`src/rtl/chan_cmd_pkg.sv`:
```
package chan_cmd_pkg;

  typedef enum logic [2:0] {
    ST_DIS  = 3'd0,
    ST_EN   = 3'd1,
    ST_RUN  = 3'd2,
    ST_SUSP = 3'd3,
    ST_STOP = 3'd4
  } chan_state_e;

  typedef enum logic [2:0] {
    K_NONE,
    K_DIS,
    K_EN,
    K_SUSP,
    K_RST
  } cmd_kind_e;

  localparam int unsigned CODE_DIS  = 0;
  localparam int unsigned CODE_EN   = 1;
  localparam int unsigned CODE_SUSP = 2;
  localparam int unsigned CODE_RST  = 9;

  function automatic logic is_active(chan_state_e s);
    return (s == ST_EN) || (s == ST_RUN);
  endfunction

endpackage

```
`src/rtl/chan_cmd_decode.sv`:
```
module chan_cmd_decode
  import chan_cmd_pkg::*;
#(
  parameter int unsigned CMD_W = 8
) (
  input  logic [CMD_W-1:0] cmd_i,
  output cmd_kind_e        kind_o
);

  always_comb begin
    if (cmd_i == CMD_W'(CODE_DIS))       kind_o = K_DIS;
    else if (cmd_i == CMD_W'(CODE_EN))   kind_o = K_EN;
    else if (cmd_i == CMD_W'(CODE_SUSP)) kind_o = K_SUSP;
    else if (cmd_i == CMD_W'(CODE_RST))  kind_o = K_RST;
    else                                 kind_o = K_NONE;
  end

endmodule

```
`src/rtl/chan_state_core.sv`:
```
module chan_state_core
  import chan_cmd_pkg::*;
#(
  parameter int unsigned CMD_W = 8
) (
  input  logic             clk_i,
  input  logic             rst_ni,
  input  logic             cmd_wr_i,
  input  logic [CMD_W-1:0] cmd_i,
  input  cmd_kind_e        kind_i,
  input  logic             pend_i,
  input  logic             idle_i,
  input  logic             err_i,
  output chan_state_e      state_o,
  output logic [CMD_W-1:0] last_cmd_o,
  output logic             draining_o
);

  chan_state_e      st_q, st_d;
  logic             drain_q, drain_d;
  logic             drst_q, drst_d;
  logic [CMD_W-1:0] lcmd_q, lcmd_d;
  logic             acc;

  always_comb begin
    st_d    = st_q;
    drain_d = drain_q;
    drst_d  = drst_q;
    acc     = 1'b0;
    if (drain_q) begin
      // reset may take over a suspend drain; it restarts the wait
      if (cmd_wr_i && kind_i == K_RST && !drst_q) begin
        drst_d = 1'b1;
        acc    = 1'b1;
      end else if (idle_i) begin
        st_d    = drst_q ? ST_DIS : ST_SUSP;
        drain_d = 1'b0;
        drst_d  = 1'b0;
      end
    end else if (err_i && is_active(st_q)) begin
      st_d = ST_STOP;
    end else begin
      if (st_q == ST_EN && pend_i)   st_d = ST_RUN;
      if (st_q == ST_RUN && !pend_i) st_d = ST_EN;
      if (cmd_wr_i) begin
        unique case (kind_i)
          K_RST: begin
            drain_d = 1'b1;
            drst_d  = 1'b1;
            acc     = 1'b1;
          end
          K_DIS: begin
            st_d = ST_DIS;
            acc  = 1'b1;
          end
          K_EN: begin
            if (st_q == ST_DIS || st_q == ST_SUSP) begin
              st_d = ST_EN;
              acc  = 1'b1;
            end
          end
          K_SUSP: begin
            if (is_active(st_q)) begin
              drain_d = 1'b1;
              acc     = 1'b1;
            end
          end
          default: ;
        endcase
      end
    end
    lcmd_d = acc ? cmd_i : lcmd_q;
  end

  always_ff @(posedge clk_i or negedge rst_ni) begin
    if (!rst_ni) begin
      st_q    <= ST_DIS;
      drain_q <= 1'b0;
      drst_q  <= 1'b0;
      lcmd_q  <= '0;
    end else begin
      st_q    <= st_d;
      drain_q <= drain_d;
      drst_q  <= drst_d;
      lcmd_q  <= lcmd_d;
    end
  end

  assign state_o    = st_q;
  assign last_cmd_o = lcmd_q;
  assign draining_o = drain_q;

  AST_DRAIN_HOLD: assert property (@(posedge clk_i) disable iff (!rst_ni)
    (drain_q && !idle_i) |=> $stable(st_q));

  AST_DRAIN_ENTRY: assert property (@(posedge clk_i) disable iff (!rst_ni)
    $rose(drain_q) |-> $past(cmd_wr_i));

  AST_RST_END: assert property (@(posedge clk_i) disable iff (!rst_ni)
    (drain_q && drst_q && idle_i) |=> (st_q == ST_DIS && !drain_q));

  AST_ERR_STOP: assert property (@(posedge clk_i) disable iff (!rst_ni)
    (!drain_q && err_i && is_active(st_q)) |=> (st_q == ST_STOP));

  AST_STOP_EXIT: assert property (@(posedge clk_i) disable iff (!rst_ni)
    ($past(st_q == ST_STOP && !drain_q) && st_q != ST_STOP)
      |-> $past(cmd_wr_i && kind_i == K_DIS));

endmodule

```
`src/rtl/chan_status_pack.sv`:
```
module chan_status_pack
  import chan_cmd_pkg::*;
#(
  parameter int unsigned CMD_W     = 8,
  parameter int unsigned STATE_W   = 8,
  parameter int unsigned CMD_LSB   = 16,
  parameter int unsigned STATE_LSB = 8,
  parameter int unsigned REG_W     = 32
) (
  input  chan_state_e        state_i,
  input  logic [CMD_W-1:0]   cmd_i,
  output logic [STATE_W-1:0] state_o,
  output logic [REG_W-1:0]   word_o
);

  always_comb begin
    state_o = STATE_W'(state_i);
    word_o  = '0;
    word_o[CMD_LSB +: CMD_W]     = cmd_i;
    word_o[STATE_LSB +: STATE_W] = state_o;
  end

endmodule

```
`src/rtl/chan_cmd_fsm.sv`:
```
module chan_cmd_fsm
  import chan_cmd_pkg::*;
#(
  parameter int unsigned CMD_W     = 8,
  parameter int unsigned STATE_W   = 8,
  parameter int unsigned CMD_LSB   = 16,
  parameter int unsigned STATE_LSB = 8,
  parameter int unsigned REG_W     = 32
) (
  input  logic               clk_i,
  input  logic               rst_ni,
  input  logic               cmd_wr_i,
  input  logic [CMD_W-1:0]   cmd_i,
  input  logic               pend_i,
  input  logic               idle_i,
  input  logic               err_i,
  output logic [REG_W-1:0]   status_o,
  output logic [STATE_W-1:0] state_o,
  output logic               chan_en_o,
  output logic               quiesce_o,
  output logic               active_o
);

  cmd_kind_e        kind;
  chan_state_e      st;
  logic [CMD_W-1:0] lcmd;
  logic             draining;

  chan_cmd_decode #(.CMD_W(CMD_W)) i_decode (
    .cmd_i  (cmd_i),
    .kind_o (kind)
  );

  chan_state_core #(.CMD_W(CMD_W)) i_core (
    .clk_i      (clk_i),
    .rst_ni     (rst_ni),
    .cmd_wr_i   (cmd_wr_i),
    .cmd_i      (cmd_i),
    .kind_i     (kind),
    .pend_i     (pend_i),
    .idle_i     (idle_i),
    .err_i      (err_i),
    .state_o    (st),
    .last_cmd_o (lcmd),
    .draining_o (draining)
  );

  chan_status_pack #(
    .CMD_W(CMD_W), .STATE_W(STATE_W), .CMD_LSB(CMD_LSB),
    .STATE_LSB(STATE_LSB), .REG_W(REG_W)
  ) i_pack (
    .state_i (st),
    .cmd_i   (lcmd),
    .state_o (state_o),
    .word_o  (status_o)
  );

  assign active_o  = is_active(st);
  assign chan_en_o = active_o && !draining;
  assign quiesce_o = draining;

  AST_EN_DROP: assert property (@(posedge clk_i) disable iff (!rst_ni)
    (cmd_wr_i && cmd_i == CMD_W'(CODE_SUSP) && chan_en_o && !err_i) |=> !chan_en_o);

  AST_FIELD_STATE: assert property (@(posedge clk_i) disable iff (!rst_ni)
    status_o[STATE_LSB +: STATE_W] == state_o);

endmodule

```
`config.mk`:
```
export PLATFORM = sky130hd
export DESIGN_NAME = chan_cmd_fsm
export DESIGN_NICKNAME = d
export VERILOG_FILES = /design/src/rtl/chan_cmd_pkg.sv /design/src/rtl/chan_cmd_decode.sv /design/src/rtl/chan_state_core.sv /design/src/rtl/chan_status_pack.sv /design/src/rtl/chan_cmd_fsm.sv
export SDC_FILE = /design/constraint.sdc
export NUM_CORES = 1
export LEC_CHECK = 0
export ABC_CLOCK_PERIOD_IN_PS = 2400
export BUFFER_PORTS_ARGS = -buffer_cell sky130_fd_sc_hd__buf_2
export CELL_PAD_IN_SITES_DETAIL_PLACEMENT = 1
export CELL_PAD_IN_SITES_GLOBAL_PLACEMENT = 1
export CORE_MARGIN = 2
export CORE_UTILIZATION = 31
export CTS_BUF_LIST = sky130_fd_sc_hd__clkbuf_16
export DETAILED_ROUTE_END_ITERATION = 16
export PLACE_DENSITY_LB_ADDON = 0.15
export SETUP_SLACK_MARGIN = 0.05
export SYNTH_ARGS = -nofsm -noshare
export SYNTH_HDL_FRONTEND = slang
export SYNTH_SLANG_ARGS = --single-unit
```
`constraint.sdc`:
```
create_clock -name clk_i -period 2.4 [get_ports clk_i]
set_input_delay 0.72 -clock clk_i [delete_from_list [all_inputs] [get_ports clk_i]]
set_output_delay 0.72 -clock clk_i [all_outputs]
set_load 0.01 [all_outputs]
```
* Word level (Yosys, flattened, before mapping)
Cells that the tools add are included.
** Storage, ports and cells
- Bits in registers :: 13
- Bits in latches :: 0
- Memory bits (writable) :: 0
- ROM bits :: 0
- Input bits :: 14
- Memories :: 0
** Cells by class
- Add/subtract/negate cells :: 0
- $mul :: 0
- Div/mod/pow operators :: 0
- Order comparisons :: 0
- Equal/unequal tests :: 14
- Shifts and indexed selects :: 0
- Multiplexer cells :: 33
- Bitwise gates (word level) :: 0
- Reductions and logical operators :: 18
** Operator list (number)
- $mux W3 :: 12
- $mux W1 :: 17
- $eq A3 B2 Y1 const B :: 4
- $eq A8 B1 Y1 const B :: 1
- $eq A8 B2 Y1 const B :: 1
- $eq A8 B4 Y1 const B :: 1
- $logic_not A8 Y1 :: 1
- $eq A3 B1 Y1 const B :: 2
- $logic_and A1 B1 Y1 :: 6
- $pmux W3 S2 :: 1
- $ne A2 B2 Y1 const B :: 2
- $reduce_and A4 Y1 :: 1
- $reduce_bool A2 Y1 :: 2
- $eq A3 B3 Y1 const B :: 1
- $logic_not A1 Y1 :: 3
- $logic_not A3 Y1 :: 1
- $ne A3 B3 Y1 const B :: 1
- $pmux W1 S3 :: 1
- $logic_or A1 B1 Y1 :: 2
- $mux W2 :: 1
- $ne A2 B1 Y1 const B :: 1
- $pmux W1 S2 :: 1
- $reduce_and A2 Y1 :: 1
- $reduce_or A2 Y1 :: 1

* Depth between registers and ports, before layout
Gate-level depths: netlist (run 1).
- Word-level depth :: 11
- Depth in mapped cells :: 5
- Gate-level depth less buffers :: 4

* Cells and area by module
Synthesis (run 1) repeated with hierarchy kept, for this count alone.
** Second synthesis, totals
- Cells, all modules :: 114
- Area, all modules :: 1169.9 um2
** Modules (own cells, without submodules)
- chan_state_core :: instances 1, cells each 63, area an instance 787.0 um2, sequential area each 325.3 um2
- chan_status_pack :: instances 1, cells each 41, area an instance 304.0 um2, sequential area each 0.0 um2
- chan_cmd_decode :: instances 1, cells each 7, area an instance 56.3 um2, sequential area each 0.0 um2
- chan_cmd_fsm :: instances 1, cells each 3, area an instance 22.5 um2, sequential area each 0.0 um2

* Worst setup path before layout (run 1)
No wires, ideal clock.
- Path kind :: input-to-reg
- Start point :: input cmd_i[5]
- End point :: register i_core.lcmd_q[3] (netlist: i_core.last_cmd_o[3])
- Setup time :: 125 ps
- Data arrival time :: 2211 ps
- Data required time :: 2275 ps
- Slack :: 64 ps
- Stages on the path :: 4
- Path through :: or4_4 -> or4_4 -> o31a_1 -> mux2_2
** Between the ends
- Longest elaborated chain between the ends :: 11
** Ends and longest elaborated chain
- start: declaration :: RTL line chan_cmd_fsm.sv:13 : input logic [CMD_W-1:0] cmd_i,
- $eq A8 B4 Y1 :: RTL line chan_cmd_decode.sv:14 : else if (cmd_i == CMD_W'(CODE_RST)) kind_o = K_RST;
- $mux W3 :: RTL line chan_cmd_decode.sv:14
- $mux W3 :: RTL line chan_cmd_decode.sv:13 : else if (cmd_i == CMD_W'(CODE_SUSP)) kind_o = K_SUSP;
- $mux W3 :: RTL line chan_cmd_decode.sv:12 : else if (cmd_i == CMD_W'(CODE_EN)) kind_o = K_EN;
- $mux W3 * :: RTL line chan_cmd_decode.sv:11 : if (cmd_i == CMD_W'(CODE_DIS)) kind_o = K_DIS;
- $eq A3 B1 Y1 or $eq A3 B3 Y1 (tied branches) :: RTL line chan_state_core.sv:46, chan_state_core.sv:32
- $reduce_or A2 Y1 (no source line)
- $pmux W1 S3 :: RTL line chan_state_core.sv:46 : unique case (kind_i)
- $mux W1 :: RTL line chan_state_core.sv:45 : if (cmd_wr_i) begin
- $mux W1 :: RTL line chan_state_core.sv:40 : end else if (err_i && is_active(st_q)) begin
- $mux W1 * :: RTL line chan_state_core.sv:30 : if (drain_q) begin
- end signal: assignment :: RTL line chan_state_core.sv:85 : lcmd_q <= lcmd_d;
- end: declaration :: RTL line chan_state_core.sv:22 : logic [CMD_W-1:0] lcmd_q, lcmd_d;
Every way passes the cells marked *; elsewhere a longest branch is shown, timed or not.
A chain may end at the register's enable or synchronous reset.

* Final worst setup path (run 1)
- Start point :: register i_core.st_q[0] (netlist: i_core.state_o[0])
- End point :: output chan_en_o
** Between the ends
- Longest elaborated chain between the ends :: 3
** Ends and longest elaborated chain
- start: declaration :: RTL line chan_state_core.sv:19 : chan_state_e st_q, st_d;
- start signal: assignment :: RTL line chan_state_core.sv:82 : st_q <= st_d;
- $eq A3 B1 Y1 or $eq A3 B2 Y1 (tied branches) :: RTL line chan_cmd_pkg.sv:25 : return (s == ST_EN) || (s == ST_RUN);
- $logic_or A1 B1 Y1 * :: RTL line chan_cmd_pkg.sv:25
- $logic_and A1 B1 Y1 * :: RTL line chan_cmd_fsm.sv:59 : assign chan_en_o = active_o && !draining;
- end: declaration :: RTL line chan_cmd_fsm.sv:19 : output logic chan_en_o,
Marked as above.

==> impl_metrics.json, run 1 <==
{
  "outcome": "finished, final reports clean",
  "crit_start": "i_core.state_o[0]",
  "netlist_top_cells_area": "dfrtp_1 (30%), buf_4 (20%), nor2_1 (3.5%)",
  "fillers": 437,
  "dp_hpwl_um": 2280,
  "avgSynthCellArea_um2": 8.49,
  "synth_common_cells": "buf_4 (29), dfrtp_1 (13), nor2_1 (10)",
  "max_freq_mhz": 454,
  "critPathKind": "register to output port",
  "n_antenna_cell": 0,
  "intPower_mw": 0.609,
  "post_cts_buffers": 0,
  "crit_fanout": 8,
  "worst-r2r-cell-count": 4,
  "ys_seq_elements": 13,
  "vias_per_cell": 4.78,
  "die-width_um": 62.7,
  "cts_tree": "yes",
  "vias": 994,
  "combinationalPowerShare": 0.373,
  "cts_hold_buf": 0,
  "tightest_slew_ps": 520,
  "post_cts_resized": 0,
  "portBuffers": 30,
  "r2r_start": "i_core.state_o[0]",
  "grt_pass1_vias": 982,
  "rsz0062_at_grt": "no",
  "switching_share": 0.367,
  "first_pass_iters": 4,
  "hold_viol": 0,
  "coreArea_mm2": 0.00334,
  "synth_cells": 126,
  "p_leak_nw": 0.679,
  "root_buffer": "clkbuf_16",
  "p_switching_mw": 0.353,
  "drt_iter0_drc": 55,
  "synth_ff_type": "dfrtp_1",
  "gr-usage-all-layers": 0.142,
  "seqPwrFrac": 0.309,
  "dieArea_mm2": 0.00394,
  "drive_above_1_share": 0.315,
  "die-height_um": 62.7,
  "cap_violations": 0,
  "finalMaxSlewViolations": 0,
  "netlist_area_mm2": 0.00107,
  "nNetsFinal": 177,
  "min_path_type": "primary input to asynchronous set/reset pin",
  "cp.required_ps": 1680,
  "start_util": 0.321,
  "synth.distinct_cells": 45,
  "critPathCapture": "chan_en_o",
  "drc": 0,
  "clk_pin_slew_worst_paths_ps": 40,
  "clk-insertion-delay-late_ps": 240,
  "synth_top_area_frac": 0.304,
  "fin_skew_ps": 1.12,
  "clockPowerShare": 0.318,
  "finalCritPeriodShare": 0.917,
  "antenna_left": 0,
  "grt_first_pass_wirelength_um": 4510,
  "cts.sink_count": 13,
  "synth_edf_count": 0,
  "areaGrowthSynthToFinish_pct": 20.4,
  "synth_most_common_cell": "buf_4",
  "yosysWarnings": 0,
  "period_minus_slack_ps": 2200,
  "numCtsBuffers": 3,
  "synth_top_area_cell": "dfrtp_1",
  "pin_count": 57,
  "gp_congestion": 0.815,
  "final_util": 0.386,
  "powerDensity_mw_per_mm2": 747,
  "power.total_mw": 0.962,
  "cp-end-kind": "output port",
  "worstReg2RegEnd": "i_core.last_cmd_o[3]",
  "seq_area_frac_synth": 0.304,
  "grt-ovfl-total": 0,
  "r2r_setup_slack_ps": 520,
  "antenna_found_initial": 0,
  "crit_arrival_ps": 1480,
  "grt_max_degree": 16,
  "vdd_drop_max_mv": 0.360,
  "finalWirelength_um": 2770,
  "max-clock-path-buffers": 2,
  "num_rows": 21,
  "htree_levels": 1,
  "setup_viol_count_final": 0,
  "cp-start-kind": "register",
  "avgRoutedWirePerCell_um": 13.3,
  "async_flop_share": 1.00,
  "slew_headroom": 0.650
}
[placed cells by master, fill, tap and decap left out, types with 5 or more instances in the layout]
cell type  instances
dfrtp_1           13
buf_2             30
buf_4              9
conb_1            26
inv_1              5
nand2_1            7
a21oi_1            5
nor2_1            10
[metrics by stage]
stage	setup slack [ps]	std cells	cell area [um^2]	TNS, ps	hold WS [ps]
after floorplan	64.3	151	1160	0	424
after global placement	-30.7	204	1210	-30.7	480
after detailed placement	-54.0	204	1210	-54.0	491
after CTS	176	208	1290	0	371
after global routing	67.5	208	1290	0	384
final	199	208	1290	0	364
[how the worst min path moves through the flow]
| stage | end | slack (ps) | cells past startpoint |
|---|---|---|---|
| final | i_core.last_cmd_o[6] | 360 | 1 |
| after global routing | i_core.last_cmd_o[4] | 380 | 1 |
| after CTS | i_core.state_o[2] | 370 | 1 |
| after detailed placement | i_core.last_cmd_o[5] | 490 | 2 |
| after global placement | i_core.last_cmd_o[4] | 480 | 2 |
| after floorplan | i_core.draining_o | 420 | 0 |
[worst max-delay path, stage by stage (launching register included)]
cell	delay (ps)
dfrtp_1	460
xnor2_1	250
nor3_1	330
buf_2	200
[routing by layer]
layer,global-route usage,up-vias,routed length [um]
met5,0,-,0
met4,0.0167,0,0
met3,0.0414,0,163
met2,0.255,35,1390
met1,0.172,488,1230
li1,-,471,-
[state kept, by name, indices dropped and copies added (netlist names)]
signal,flops
i_core.state_o,3
i_core.draining_o,1
i_core.drst_q,1
i_core.last_cmd_o,8
[final cells by class]
| class | count | area, um^2 | share of cell area |
|---|---|---|---|
| inverter | 4 | 15.0 | 0.0117 |
| multi-input combinational | 102 | 593 | 0.461 |
| clock inverter | 1 | 3.75 | 0.00292 |
| tap | 46 | 57.6 | 0.0447 |
| timing repair buffer | 39 | 218 | 0.169 |
| sequential | 13 | 325 | 0.253 |
| clock buffer | 3 | 75.1 | 0.0583 |
[power by group through the flow]
stage | clock (mW) | sequential [mW] | combinational, mW
floorplan | 0 | 0.289 | 0.289
global placement | 0 | 0.299 | 0.355
detailed placement | 0 | 0.301 | 0.360
CTS | 0.314 | 0.298 | 0.362
global route | 0.329 | 0.304 | 0.396
finish | 0.306 | 0.297 | 0.359
[kinds of logic after synthesis]
group / Yosys count / synth area share
other: 1 / 0.00351
AO/OA/AOI/OAI: 30 / 0.205
AND/OR/NAND/NOR: 42 / 0.223
XOR/XNOR: 3 / 0.0246
flip-flops: 13 / 0.304
buffers and inverters: 36 / 0.229
multiplexers: 1 / 0.0105
No activity file was read; power rests on OpenSTA's default activity.
==> inputs of run 2 (changes only) <==
- RECOVER_POWER: unset -> 100
==> run 2 against run 1 <==
Fmax down 1.1%. Utilization is 1.3 points lower. Sequential share of layout area increased by 0.89 points. Clock skew hardly changed. Total power shrank 1.9%. Hold slack better by 130 ps. Final cell count is the same. Non-clock buffer count unchanged. Global-route usage did not move. Die area stayed put. Final area decreased by 3.4%. Count of clock-buffer cells in the layout is the same.
==> impl_metrics.json, run 2 (same netlist as run 1, synthesis figures left out) <==
{
  "pin_count": 57,
  "combinationalPowerShare": 0.360,
  "gp_congestion": 0.815,
  "dieArea_mm2": 0.00394,
  "vias": 989,
  "gr-usage-all-layers": 0.142,
  "antenna_left": 0,
  "numCtsBuffers": 3,
  "cts_hold_buf": 0,
  "rsz0062_at_grt": "no",
  "hold_viol": 0,
  "cp-start-kind": "primary input",
  "root_buffer": "clkbuf_16",
  "clockPowerShare": 0.324,
  "cts.sink_count": 13,
  "start_util": 0.321,
  "post_cts_buffers": 0,
  "cpMostUsedCell": "or4_1",
  "final_cells": 208,
  "powerDensity_mw_per_mm2": 759,
  "n_antenna_cell": 0,
  "clk_pin_slew_worst_paths_ps": 40,
  "finalCritPeriodShare": 0.927,
  "coreArea_mm2": 0.00334,
  "cp-end-kind": "register",
  "cap_violations": 0,
  "critPathKind": "primary input to register",
  "setup_viol_count_final": 0,
  "max_freq_mhz": 449,
  "crit_fanout": 2,
  "grt-ovfl-total": 0,
  "crit_chain": "buf_2 > or4_1 > or4_1 > o31a_1 > mux2_2",
  "final_util": 0.373,
  "p_switching_mw": 0.355,
  "grt_max_degree": 16,
  "dp_hpwl_um": 2280,
  "finalMaxSlewViolations": 0,
  "drc": 0,
  "outcome": "finished, final reports clean",
  "antenna_found_initial": 0,
  "die-width_um": 62.7,
  "period_minus_slack_ps": 2230,
  "portBuffers": 30,
  "cpMaxStageDelayCell": "or4_1",
  "htree_levels": 1,
  "cp.required_ps": 2520,
  "crit_arrival_ps": 2350,
  "avgRoutedWirePerCell_um": 13.5,
  "switching_share": 0.375,
  "max-clock-path-buffers": 2,
  "cts_tree": "yes",
  "first_pass_iters": 4,
  "areaGrowthSynthToFinish_pct": 16.3,
  "placedCellCount": 204,
  "grt_first_pass_wirelength_um": 4510,
  "finalWirelength_um": 2800,
  "largest_reg_flops": 8,
  "final_cell_mix": "conb_1 (26), clkbuf_1 (21), dfrtp_1 (13), buf_2 (13), nor2_1 (10)",
  "vdd_drop_max_mv": 0.361,
  "nNetsFinal": 177,
  "drive_above_1_share": 0.173,
  "intPower_mw": 0.590,
  "drt_iter0_drc": 66,
  "die-height_um": 62.7,
  "vias_per_cell": 4.75,
  "post_cts_resized": 0,
  "tightest_slew_ps": 738,
  "crit_family": "simple AND/OR/NAND/NOR gates",
  "clk-insertion-delay-late_ps": 240,
  "slew_headroom": 0.508,
  "num_rows": 21,
  "critPathBufInv": 1,
  "final_common_cell": "conb_1",
  "seqPwrFrac": 0.316,
  "grt_pass1_vias": 982,
  "max_stage_delay_ps": 540,
  "p_leak_nw": 0.602,
  "fin_skew_ps": 1.30,
  "min_path_type": "register to register"
}
[run 2: cell count changes in the layout (fill, tap and decap cells not counted), sizes merged]
cell	change
buf	-22
clkbuf	+22
[run 2: power groups by stage]
stage               logic (mW)  clock network (mW)  registers (mW)
global placement         0.355                   0           0.299
finish                   0.340               0.306           0.298
global route             0.376               0.329           0.304
detailed placement       0.360                   0           0.301
floorplan                0.289                   0           0.289
CTS                      0.362               0.314           0.298
[run 2: final timing paths]
check	end	cells past startpoint	slack, ps	start
max reg2reg	i_core.last_cmd_o[3]	5	480	i_core.state_o[1]
min in group asynchronous	i_core.last_cmd_o[2]	1	520	rst_ni
max in group asynchronous	i_core.state_o[0]	1	1420	rst_ni
max	i_core.last_cmd_o[3]	5	170	cmd_i[5]
min reg2reg	i_core.last_cmd_o[7]	2	500	i_core.last_cmd_o[7]
min	i_core.last_cmd_o[7]	2	500	i_core.last_cmd_o[7]
[run 2: per-stage QoR]
stage          hold WS (ps)  cell area (um^2)  setup TNS (ps)  power (mW)  setup WS (ps)
2_1_floorplan           424              1160               0       0.579           64.3
6_report                498              1240               0       0.944            174
3_3_place_gp            480              1210           -30.7       0.654          -30.7
4_1_cts                 371              1290               0       0.974            176
3_5_place_dp            491              1210           -54.0       0.662          -54.0
5_1_grt                 521              1240               0        1.01           63.6
[run 2: layer usage]
layer | GRT usage | part of all wire | up-vias
met3 | 0.0414 | 0.048 | 0
met4 | 0.0167 | 0 | 0
li1 | - | - | 471
met5 | 0 | 0 | -
met1 | 0.172 | 0.46 | 488
met2 | 0.255 | 0.49 | 30
[run 2: area by class of cell]
cell class	count	area, um^2
Fill cell	445	2090
Multi-Input combinational cell	102	586
Sequential cell	13	325
Timing Repair Buffer	39	181
Clock buffer	3	75.1
Tap cell	46	57.6
Inverter	4	15.0
Clock inverter	1	3.75
[run 2: worst min-delay path, delay by kind of cell, from the launching register on]
family | cells | cell delay [ps]
flip-flops | 1 | 360
AND/OR/NAND/NOR | 2 | 90
